<file path="src/rtl/fbg_pkg.sv">
package fbg_pkg;
  typedef enum logic [1:0] {
    SRC_ARRAY   = 2'd0,
    SRC_STATUS  = 2'd1,
    SRC_AUTOSEL = 2'd2
  } rd_src_e;
endpackage

</file>
<file path="src/rtl/fbg_addr_map.sv">
module fbg_addr_map #(
  parameter int ADDR_W   = 21,
  parameter int MAIN_SH  = 15,
  parameter int PARAM_SH = 12,
  parameter int BANK_SH  = 19,
  parameter int GRP_SH   = 17,
  parameter int BLK_W    = 7,
  parameter int GRP_W    = 5
) (
  input  logic                       boot_top_i,
  input  logic [ADDR_W-1:PARAM_SH]   addr_i,
  output logic                       bank_o,
  output logic [BLK_W-1:0]           blk_o,
  output logic [GRP_W-1:0]           grp_o,
  output logic                       outer_o
);
  localparam int HI_W    = ADDR_W - MAIN_SH;
  localparam int PI_W    = MAIN_SH - PARAM_SH;
  localparam int N_PARAM = 1 << PI_W;
  localparam int N_MSLOT = 1 << HI_W;
  localparam int N_MGRP  = 1 << (ADDR_W - GRP_SH);

  logic [HI_W-1:0]           hi;
  logic [PI_W-1:0]           pidx;
  logic [ADDR_W-BANK_SH-1:0] bsel;
  logic [ADDR_W-GRP_SH-1:0]  gsel;
  logic                      in_param;

  assign hi   = addr_i[ADDR_W-1:MAIN_SH];
  assign pidx = addr_i[MAIN_SH-1:PARAM_SH];
  assign bsel = addr_i[ADDR_W-1:BANK_SH];
  assign gsel = addr_i[ADDR_W-1:GRP_SH];

  always_comb begin
    if (boot_top_i) begin
      in_param = &hi;
      bank_o   = ~(&bsel);
      outer_o  = in_param & (&pidx[PI_W-1:1]);
      blk_o    = in_param ? BLK_W'(N_MSLOT - 1) + BLK_W'(pidx) : BLK_W'(hi);
    end else begin
      in_param = (hi == '0);
      bank_o   = |bsel;
      outer_o  = in_param & (pidx[PI_W-1:1] == '0);
      blk_o    = in_param ? BLK_W'(pidx) : BLK_W'(N_PARAM - 1) + BLK_W'(hi);
    end
    grp_o = in_param ? GRP_W'(N_MGRP) + GRP_W'(pidx) : GRP_W'(gsel);
  end
endmodule

</file>
<file path="src/rtl/fbg_prot_regs.sv">
module fbg_prot_regs #(
  parameter int N_GRP = 24,
  parameter int GRP_W = 5
) (
  input  logic             clk_i,
  input  logic             rst_n_i,
  input  logic             set_i,
  input  logic             clr_all_i,
  input  logic [GRP_W-1:0] grp_i,
  input  logic             outer_i,
  input  logic             wp_n_i,
  input  logic             tmp_unprot_i,
  output logic             locked_o
);
  logic [N_GRP-1:0] prot_q, prot_d, grp_hot;
  logic             upd_en, grp_bit;

  always_comb begin
    for (int g = 0; g < N_GRP; g++) begin
      grp_hot[g] = (grp_i == GRP_W'(g));
    end
  end

  assign upd_en = set_i | clr_all_i;

  always_comb begin
    if (clr_all_i) prot_d = '0;
    else           prot_d = prot_q | grp_hot;
  end

  always_ff @(posedge clk_i or negedge rst_n_i) begin
    if (!rst_n_i)    prot_q <= '0;
    else if (upd_en) prot_q <= prot_d;
  end

  assign grp_bit  = |(prot_q & grp_hot);
  assign locked_o = (outer_i & ~wp_n_i) | (grp_bit & ~tmp_unprot_i);
endmodule

</file>
<file path="src/rtl/fbg_read_route.sv">
module fbg_read_route
  import fbg_pkg::*;
#(
  parameter int N_BANK = 2
) (
  input  logic              clk_i,
  input  logic              rst_n_i,
  input  logic              bank_i,
  input  logic [N_BANK-1:0] busy_i,
  input  logic [N_BANK-1:0] err_i,
  input  logic              rd_reset_i,
  input  logic              autosel_req_i,
  output rd_src_e           src_o
);
  logic [N_BANK-1:0] err_q, err_d, as_q, as_d, bank_hot;
  logic              upd_en;

  generate
    for (genvar b = 0; b < N_BANK; b++) begin : g_hot
      assign bank_hot[b] = (bank_i == 1'(b));
    end
  endgenerate

  assign upd_en = rd_reset_i | autosel_req_i | (|err_i);

  always_comb begin
    err_d = (rd_reset_i ? '0 : err_q) | err_i;
    as_d  = (rd_reset_i ? '0 : as_q) | (autosel_req_i ? bank_hot : '0);
  end

  always_ff @(posedge clk_i or negedge rst_n_i) begin
    if (!rst_n_i) begin
      err_q <= '0;
      as_q  <= '0;
    end else if (upd_en) begin
      err_q <= err_d;
      as_q  <= as_d;
    end
  end

  always_comb begin
    if (|((busy_i | err_q) & bank_hot)) src_o = SRC_STATUS;
    else if (|(as_q & bank_hot))        src_o = SRC_AUTOSEL;
    else                                src_o = SRC_ARRAY;
  end
endmodule

</file>
<file path="src/rtl/flash_bank_guard.sv">
module flash_bank_guard
  import fbg_pkg::*;
#(
  parameter int ADDR_W   = 21,
  parameter int MAIN_SH  = 15,
  parameter int PARAM_SH = 12,
  parameter int BANK_SH  = 19,
  parameter int GRP_SH   = 17,
  localparam int N_PARAM = 1 << (MAIN_SH - PARAM_SH),
  localparam int N_MSLOT = 1 << (ADDR_W - MAIN_SH),
  localparam int BLK_W   = $clog2(N_MSLOT + N_PARAM - 1),
  localparam int N_GRP   = (1 << (ADDR_W - GRP_SH)) + N_PARAM,
  localparam int GRP_W   = $clog2(N_GRP)
) (
  input  logic                     clk_i,
  input  logic                     rst_n_i,
  input  logic                     boot_top_i,
  input  logic [ADDR_W-1:PARAM_SH] addr_i,
  input  logic                     wp_n_i,
  input  logic                     tmp_unprot_i,
  input  logic                     prot_set_i,
  input  logic                     unprot_all_i,
  input  logic                     prog_req_i,
  input  logic [1:0]               busy_i,
  input  logic [1:0]               err_i,
  input  logic                     autosel_req_i,
  input  logic                     rd_reset_i,
  output logic                     bank_o,
  output logic [BLK_W-1:0]         block_o,
  output logic                     prog_ok_o,
  output logic                     prog_busy_o,
  output logic [1:0]               rd_sel_o
);
  logic [1:0]       rst_pipe_q;
  logic             rst_sync_n;
  logic             bank_c, outer_c, locked_c;
  logic [BLK_W-1:0] blk_c;
  logic [GRP_W-1:0] grp_c;
  rd_src_e          src_c;
  logic             ok_d, busy_d;

  // reset: asserted at once, released after two clock edges
  always_ff @(posedge clk_i or negedge rst_n_i) begin
    if (!rst_n_i) rst_pipe_q <= '0;
    else          rst_pipe_q <= {rst_pipe_q[0], 1'b1};
  end
  assign rst_sync_n = rst_pipe_q[1];

  fbg_addr_map #(
    .ADDR_W(ADDR_W), .MAIN_SH(MAIN_SH), .PARAM_SH(PARAM_SH),
    .BANK_SH(BANK_SH), .GRP_SH(GRP_SH), .BLK_W(BLK_W), .GRP_W(GRP_W)
  ) u_map (
    .boot_top_i(boot_top_i),
    .addr_i    (addr_i),
    .bank_o    (bank_c),
    .blk_o     (blk_c),
    .grp_o     (grp_c),
    .outer_o   (outer_c)
  );

  fbg_prot_regs #(.N_GRP(N_GRP), .GRP_W(GRP_W)) u_prot (
    .clk_i       (clk_i),
    .rst_n_i     (rst_sync_n),
    .set_i       (prot_set_i),
    .clr_all_i   (unprot_all_i),
    .grp_i       (grp_c),
    .outer_i     (outer_c),
    .wp_n_i      (wp_n_i),
    .tmp_unprot_i(tmp_unprot_i),
    .locked_o    (locked_c)
  );

  fbg_read_route #(.N_BANK(2)) u_route (
    .clk_i        (clk_i),
    .rst_n_i      (rst_sync_n),
    .bank_i       (bank_c),
    .busy_i       (busy_i),
    .err_i        (err_i),
    .rd_reset_i   (rd_reset_i),
    .autosel_req_i(autosel_req_i),
    .src_o        (src_c)
  );

  always_comb begin
    busy_d = prog_req_i & (|busy_i);
    ok_d   = prog_req_i & ~(|busy_i) & ~locked_c;
  end

  always_ff @(posedge clk_i or negedge rst_sync_n) begin
    if (!rst_sync_n) begin
      bank_o      <= 1'b0;
      block_o     <= '0;
      prog_ok_o   <= 1'b0;
      prog_busy_o <= 1'b0;
      rd_sel_o    <= 2'd0;
    end else begin
      bank_o      <= bank_c;
      block_o     <= blk_c;
      prog_ok_o   <= ok_d;
      prog_busy_o <= busy_d;
      rd_sel_o    <= src_c;
    end
  end
endmodule

</file>
<file path="config.mk">
export PLATFORM = sky130hd
export DESIGN_NAME = flash_bank_guard
export DESIGN_NICKNAME = d
export VERILOG_FILES = /design/src/rtl/fbg_pkg.sv /design/src/rtl/fbg_addr_map.sv /design/src/rtl/fbg_prot_regs.sv /design/src/rtl/fbg_read_route.sv /design/src/rtl/flash_bank_guard.sv
export SDC_FILE = /design/constraint.sdc
export NUM_CORES = 1
export LEC_CHECK = 0
export ABC_AREA = 1
export BUFFER_PORTS_ARGS = -buffer_cell sky130_fd_sc_hd__buf_2
export CORE_ASPECT_RATIO = 0.8
export CORE_MARGIN = 10
export CORE_UTILIZATION = 45
export DETAILED_ROUTE_END_ITERATION = 8
export GPL_ROUTABILITY_DRIVEN = 0
export HOLD_SLACK_MARGIN = 0.05
export PLACE_DENSITY = 0.73
export SYNTH_ARGS = -nofsm -noshare
export SYNTH_HDL_FRONTEND = slang
export SYNTH_SLANG_ARGS = --single-unit
</file>
<file path="constraint.sdc">
create_clock -name clk_i -period 2.6 [get_ports clk_i]
set_input_delay 0.13 -clock clk_i [delete_from_list [all_inputs] [get_ports clk_i]]
set_output_delay 0.13 -clock clk_i [all_outputs]
set_load 0.005 [all_outputs]
</file>
==> flow_results.xml <==
<?xml version="1.0" encoding="UTF-8"?>
<metrics>
  <group name="floorplanning">
    <metric name="design.core.area" unit="µm²">5380</metric>
    <metric name="io_pins" unit="">35</metric>
    <metric name="starting_density" unit="%">45.9</metric>
    <metric name="die_x" unit="µm">103</metric>
    <metric name="die_h" unit="µm">86.2</metric>
    <metric name="die_area" unit="µm²">8860</metric>
    <metric name="rows" unit="">24</metric>
  </group>
  <group name="routing">
    <metric name="detailedRoute.firstPassIterationCount" unit="">4</metric>
    <metric name="dr.first_iter.drc_count" unit="">135</metric>
    <metric name="routedWlPerCell" unit="µm">14.1</metric>
    <metric name="drtAntennaViolNets" unit="">0</metric>
    <metric name="drc" unit="">0</metric>
    <metric name="route.detailed.vias_per_inst" unit="">5.24</metric>
    <metric name="routed-via-count" unit="">2112</metric>
    <metric name="postRouteWirelength" unit="mm">5.69</metric>
  </group>
  <group name="synth">
    <metric name="post_synth_inst_count" unit="">301</metric>
    <metric name="synth.avg_cell_area" unit="µm²">8.19</metric>
    <metric name="synth_enable_flop_cells" unit="">0</metric>
    <metric name="synth-seq-cells" unit="">42</metric>
    <metric name="synth_most_common_cell" unit="">sky130_fd_sc_hd__nand3_1</metric>
    <metric name="syn-num-nets" unit="">329</metric>
    <metric name="synth_top_area_share" unit="%">42.6</metric>
    <metric name="number_of_distinct_library_cells_after_synthesis" unit="">35</metric>
    <metric name="synth-warning-count" unit="">0</metric>
    <metric name="synth-async-reset-ratio" unit="%">100</metric>
    <metric name="ys_dominant_reg_cell" unit="">sky130_fd_sc_hd__dfrtp_1</metric>
    <metric name="netlist.top_cell.by_area" unit="">sky130_fd_sc_hd__dfrtp_1</metric>
    <metric name="synth_area_leaders" unit="">sky130_fd_sc_hd__dfrtp_1 (43%), sky130_fd_sc_hd__nand3_1 (8.9%), sky130_fd_sc_hd__inv_1 (6.4%)</metric>
    <metric name="synth-seq-area-share" unit="%">42.6</metric>
    <metric name="mappedNetlistArea" unit="µm²">2460</metric>
    <metric name="synth.cells.most_frequent" unit="">sky130_fd_sc_hd__nand3_1 (44), sky130_fd_sc_hd__dfrtp_1 (42), sky130_fd_sc_hd__inv_1 (42)</metric>
  </group>
  <group name="sta">
    <metric name="rsz0062_at_grt" unit="">false</metric>
    <metric name="finalCriticalPeriod" unit="ns">2.00</metric>
    <metric name="clock-skew-final" unit="ns">0.00789</metric>
    <metric name="tns" unit="ns">0</metric>
    <metric name="slew_violations" unit="">0</metric>
    <metric name="timing.fmax" unit="MHz">500</metric>
    <metric name="hold_viol_final" unit="">0</metric>
    <metric name="finalSetupViolCount" unit="">0</metric>
    <metric name="slew_headroom" unit="%">66.5</metric>
    <metric name="timing.final.crit_share" unit="%">77.0</metric>
    <metric name="tightestPinTransition" unit="ns">0.501</metric>
  </group>
  <group name="clock_network">
    <metric name="skew_pair_late_insertion_delay" unit="ns">0.30</metric>
    <metric name="clock_sink_count" unit="">42</metric>
    <metric name="root_buffer" unit="">sky130_fd_sc_hd__clkbuf_8</metric>
    <metric name="cts_inserted_buffers" unit="">5</metric>
    <metric name="clk_transition_reported_paths" unit="ns">0.08</metric>
    <metric name="total_setup_buffers_inserted_after_cts" unit="">0</metric>
    <metric name="count_of_cells_resized_by_post_cts_repair" unit="">0</metric>
    <metric name="max-clock-path-buffers" unit="">2</metric>
    <metric name="htree_num_levels" unit="">2</metric>
    <metric name="clock_tree_from_tritoncts" unit="">done</metric>
  </group>
  <group name="global_route">
    <metric name="grt_util_all_layers" unit="%">13.5</metric>
    <metric name="grt_max_degree" unit="">41</metric>
    <metric name="grt_remaining_overflow" unit="">0</metric>
    <metric name="grt_first_pass_wirelength" unit="mm">9.67</metric>
    <metric name="antenna_found_initial" unit="">0</metric>
    <metric name="first_global_vias" unit="">2036</metric>
  </group>
  <group name="setup_path">
    <metric name="timing.critical_path.arrival" unit="ns">2.19</metric>
    <metric name="timing.setup.critical_path_class" unit="">input pin to register</metric>
    <metric name="critical_path.max_fanout" unit="">24</metric>
    <metric name="rr_startpoint" unit="">u_route.err_q[0]</metric>
    <metric name="worst-endpoint-required" unit="ns">2.79</metric>
    <metric name="crit_path_start" unit="">addr_i[16]</metric>
    <metric name="timing.critical_path.to_type" unit="">register</metric>
    <metric name="worstSetupStartpointType" unit="">input pin</metric>
  </group>
  <group name="layout">
    <metric name="area_growth_syn_to_layout" unit="%">15.6</metric>
    <metric name="layout-drive-gt1-share" unit="%">22.8</metric>
    <metric name="fin_area" unit="µm²">2850</metric>
    <metric name="antenna_cells_inserted" unit="">0</metric>
    <metric name="finalNetCount" unit="">365</metric>
    <metric name="finalNonFillerCells" unit="">403</metric>
  </group>
  <group name="place">
    <metric name="place_hpwl" unit="mm">4.30</metric>
    <metric name="placed_area" unit="µm²">2650</metric>
    <metric name="place.detailed.instances" unit="">389</metric>
    <metric name="portBuffers" unit="">34</metric>
  </group>
  <group name="power">
    <metric name="ir_worst_vdd" unit="mV">0.258</metric>
    <metric name="power_per_cell_area" unit="nW/µm²">539</metric>
    <metric name="leakage_power_summed_over_all_cells" unit="nW">1.34</metric>
  </group>
  <group name="outcome">
    <metric name="outcome" unit="">complete, no violations</metric>
  </group>
  <group name="flow_run">
    <metric name="max-cap-violations" unit="">0</metric>
  </group>
  <group name="worst_hold_path">
    <metric name="hold_path.startpoint" unit="">rd_reset_i</metric>
    <metric name="min-delay-path-class" unit="">input pin to register</metric>
  </group>
</metrics>
[stage by stage]
stage	setup slack, ns	hold slack (ns)	utilization [%]	total power [mW]
2_1_floorplan	0.879	-0.166	-	0.853
3_3_place_gp	0.451	-0.0828	49.3	0.917
3_5_place_dp	0.371	-0.0823	49.3	0.922
4_1_cts	0.646	0.0550	53.0	1.55
5_1_grt	0.428	0.0560	53.0	1.61
6_report	0.599	0.0614	53.0	1.53
[repair_timing]
item                       4_1_cts  5_1_grt
setup endpoints to repair        0        0
hold buffers                     6        0
hold endpoints to repair         5        0
[flip-flops by register name, indices dropped and copies added, names as in the netlist]
| name | cells |
|---|---|
| bank_o | 1 |
| block_o | 7 |
| prog_busy_o | 1 |
| prog_ok_o | 1 |
| rd_sel_o | 2 |
| rst_pipe_q | 2 |
| u_prot.prot_q | 24 |
| u_route.as_q | 2 |
| u_route.err_q | 2 |
[worst paths after layout]
check,end,slack [ns],depth (start not counted)
min reg2reg,u_prot.prot_q[9],0.31,1
min in group asynchronous,rst_pipe_q[1],0.13,2
max reg2reg,u_route.err_q[0],1.45,3
max,prog_ok_o,0.60,17
max in group asynchronous,u_prot.prot_q[7],1.95,1
min,u_route.as_q[1],0.06,2
[layout by cell type, fill, tap and decap left out, types with 4 or more instances in the layout]
master                          count
sky130_fd_sc_hd__nand2_4            5
sky130_fd_sc_hd__nor2_4             5
sky130_fd_sc_hd__buf_2             34
sky130_fd_sc_hd__nand2_1           33
sky130_fd_sc_hd__nand3_2            4
sky130_fd_sc_hd__nor2_2             6
sky130_fd_sc_hd__dlygate4sd3_1      6
sky130_fd_sc_hd__a21oi_1           26
sky130_fd_sc_hd__o21ai_0            8
sky130_fd_sc_hd__nor2_1            31
sky130_fd_sc_hd__inv_1             42
sky130_fd_sc_hd__dfrtp_1           42
sky130_fd_sc_hd__nand2_2            6
sky130_fd_sc_hd__a31oi_1            4
sky130_fd_sc_hd__nand3_1           44
sky130_fd_sc_hd__ha_1               5
sky130_fd_sc_hd__clkbuf_8           5
[power by group]
| part | switching [mW] | total (mW) | internal (mW) |
|---|---|---|---|
| registers | 0.00919 | 0.688 | 0.679 |
| logic | 0.152 | 0.228 | 0.0759 |
| clock network | 0.234 | 0.618 | 0.385 |
[layout make-up]
type                            instances  area [µm²]
Clock buffer                            5        68.8
Clock inverter                          3        68.8
Fill cell                             521        2530
Inverter                               45         169
Multi-Input combinational cell        202        1170
Sequential cell                        42        1050
Tap cell                               65        81.3
Timing Repair Buffer                   41         238
[kinds of logic after synthesis]
family | count (synthesis) | share of synthesized area [%]
and+or+nand+nor | 143 | 31.7
buffers and inverters | 57 | 9.80
AOI/OAI and AO/OA | 52 | 12.8
DFF | 42 | 42.6
adders and majority gates | 5 | 2.54
xor gates and xnor gates | 1 | 0.355
other | 1 | 0.152
[worst max-delay path: stages]
cell and delay, ns:
sky130_fd_sc_hd__buf_2 0.11, sky130_fd_sc_hd__ha_1 0.19, sky130_fd_sc_hd__nand2_1 0.12, sky130_fd_sc_hd__o21bai_4 0.36, sky130_fd_sc_hd__nand2_4 0.23, sky130_fd_sc_hd__nand2_1 0.18, sky130_fd_sc_hd__nand2_4 0.09, sky130_fd_sc_hd__nor2_1 0.18
sky130_fd_sc_hd__nand3_1 0.09, sky130_fd_sc_hd__nand2_1 0.12, sky130_fd_sc_hd__clkinv_1 0.07, sky130_fd_sc_hd__nand2_1 0.06, sky130_fd_sc_hd__nor2_1 0.05, sky130_fd_sc_hd__nand2_1 0.05, sky130_fd_sc_hd__nor2_1 0.04, sky130_fd_sc_hd__nor2_1 0.08
sky130_fd_sc_hd__nor2_1 0.04
[metal layers]
metal	track usage, %	part of all wire [%]	vias up
met5	0	0	-
met4	4.16	1.3	0
met3	3.02	6.6	8
met2	21.5	48	61
met1	17.8	44	987
li1	-	-	1056
No activity file was read; power rests on OpenSTA's default activity.
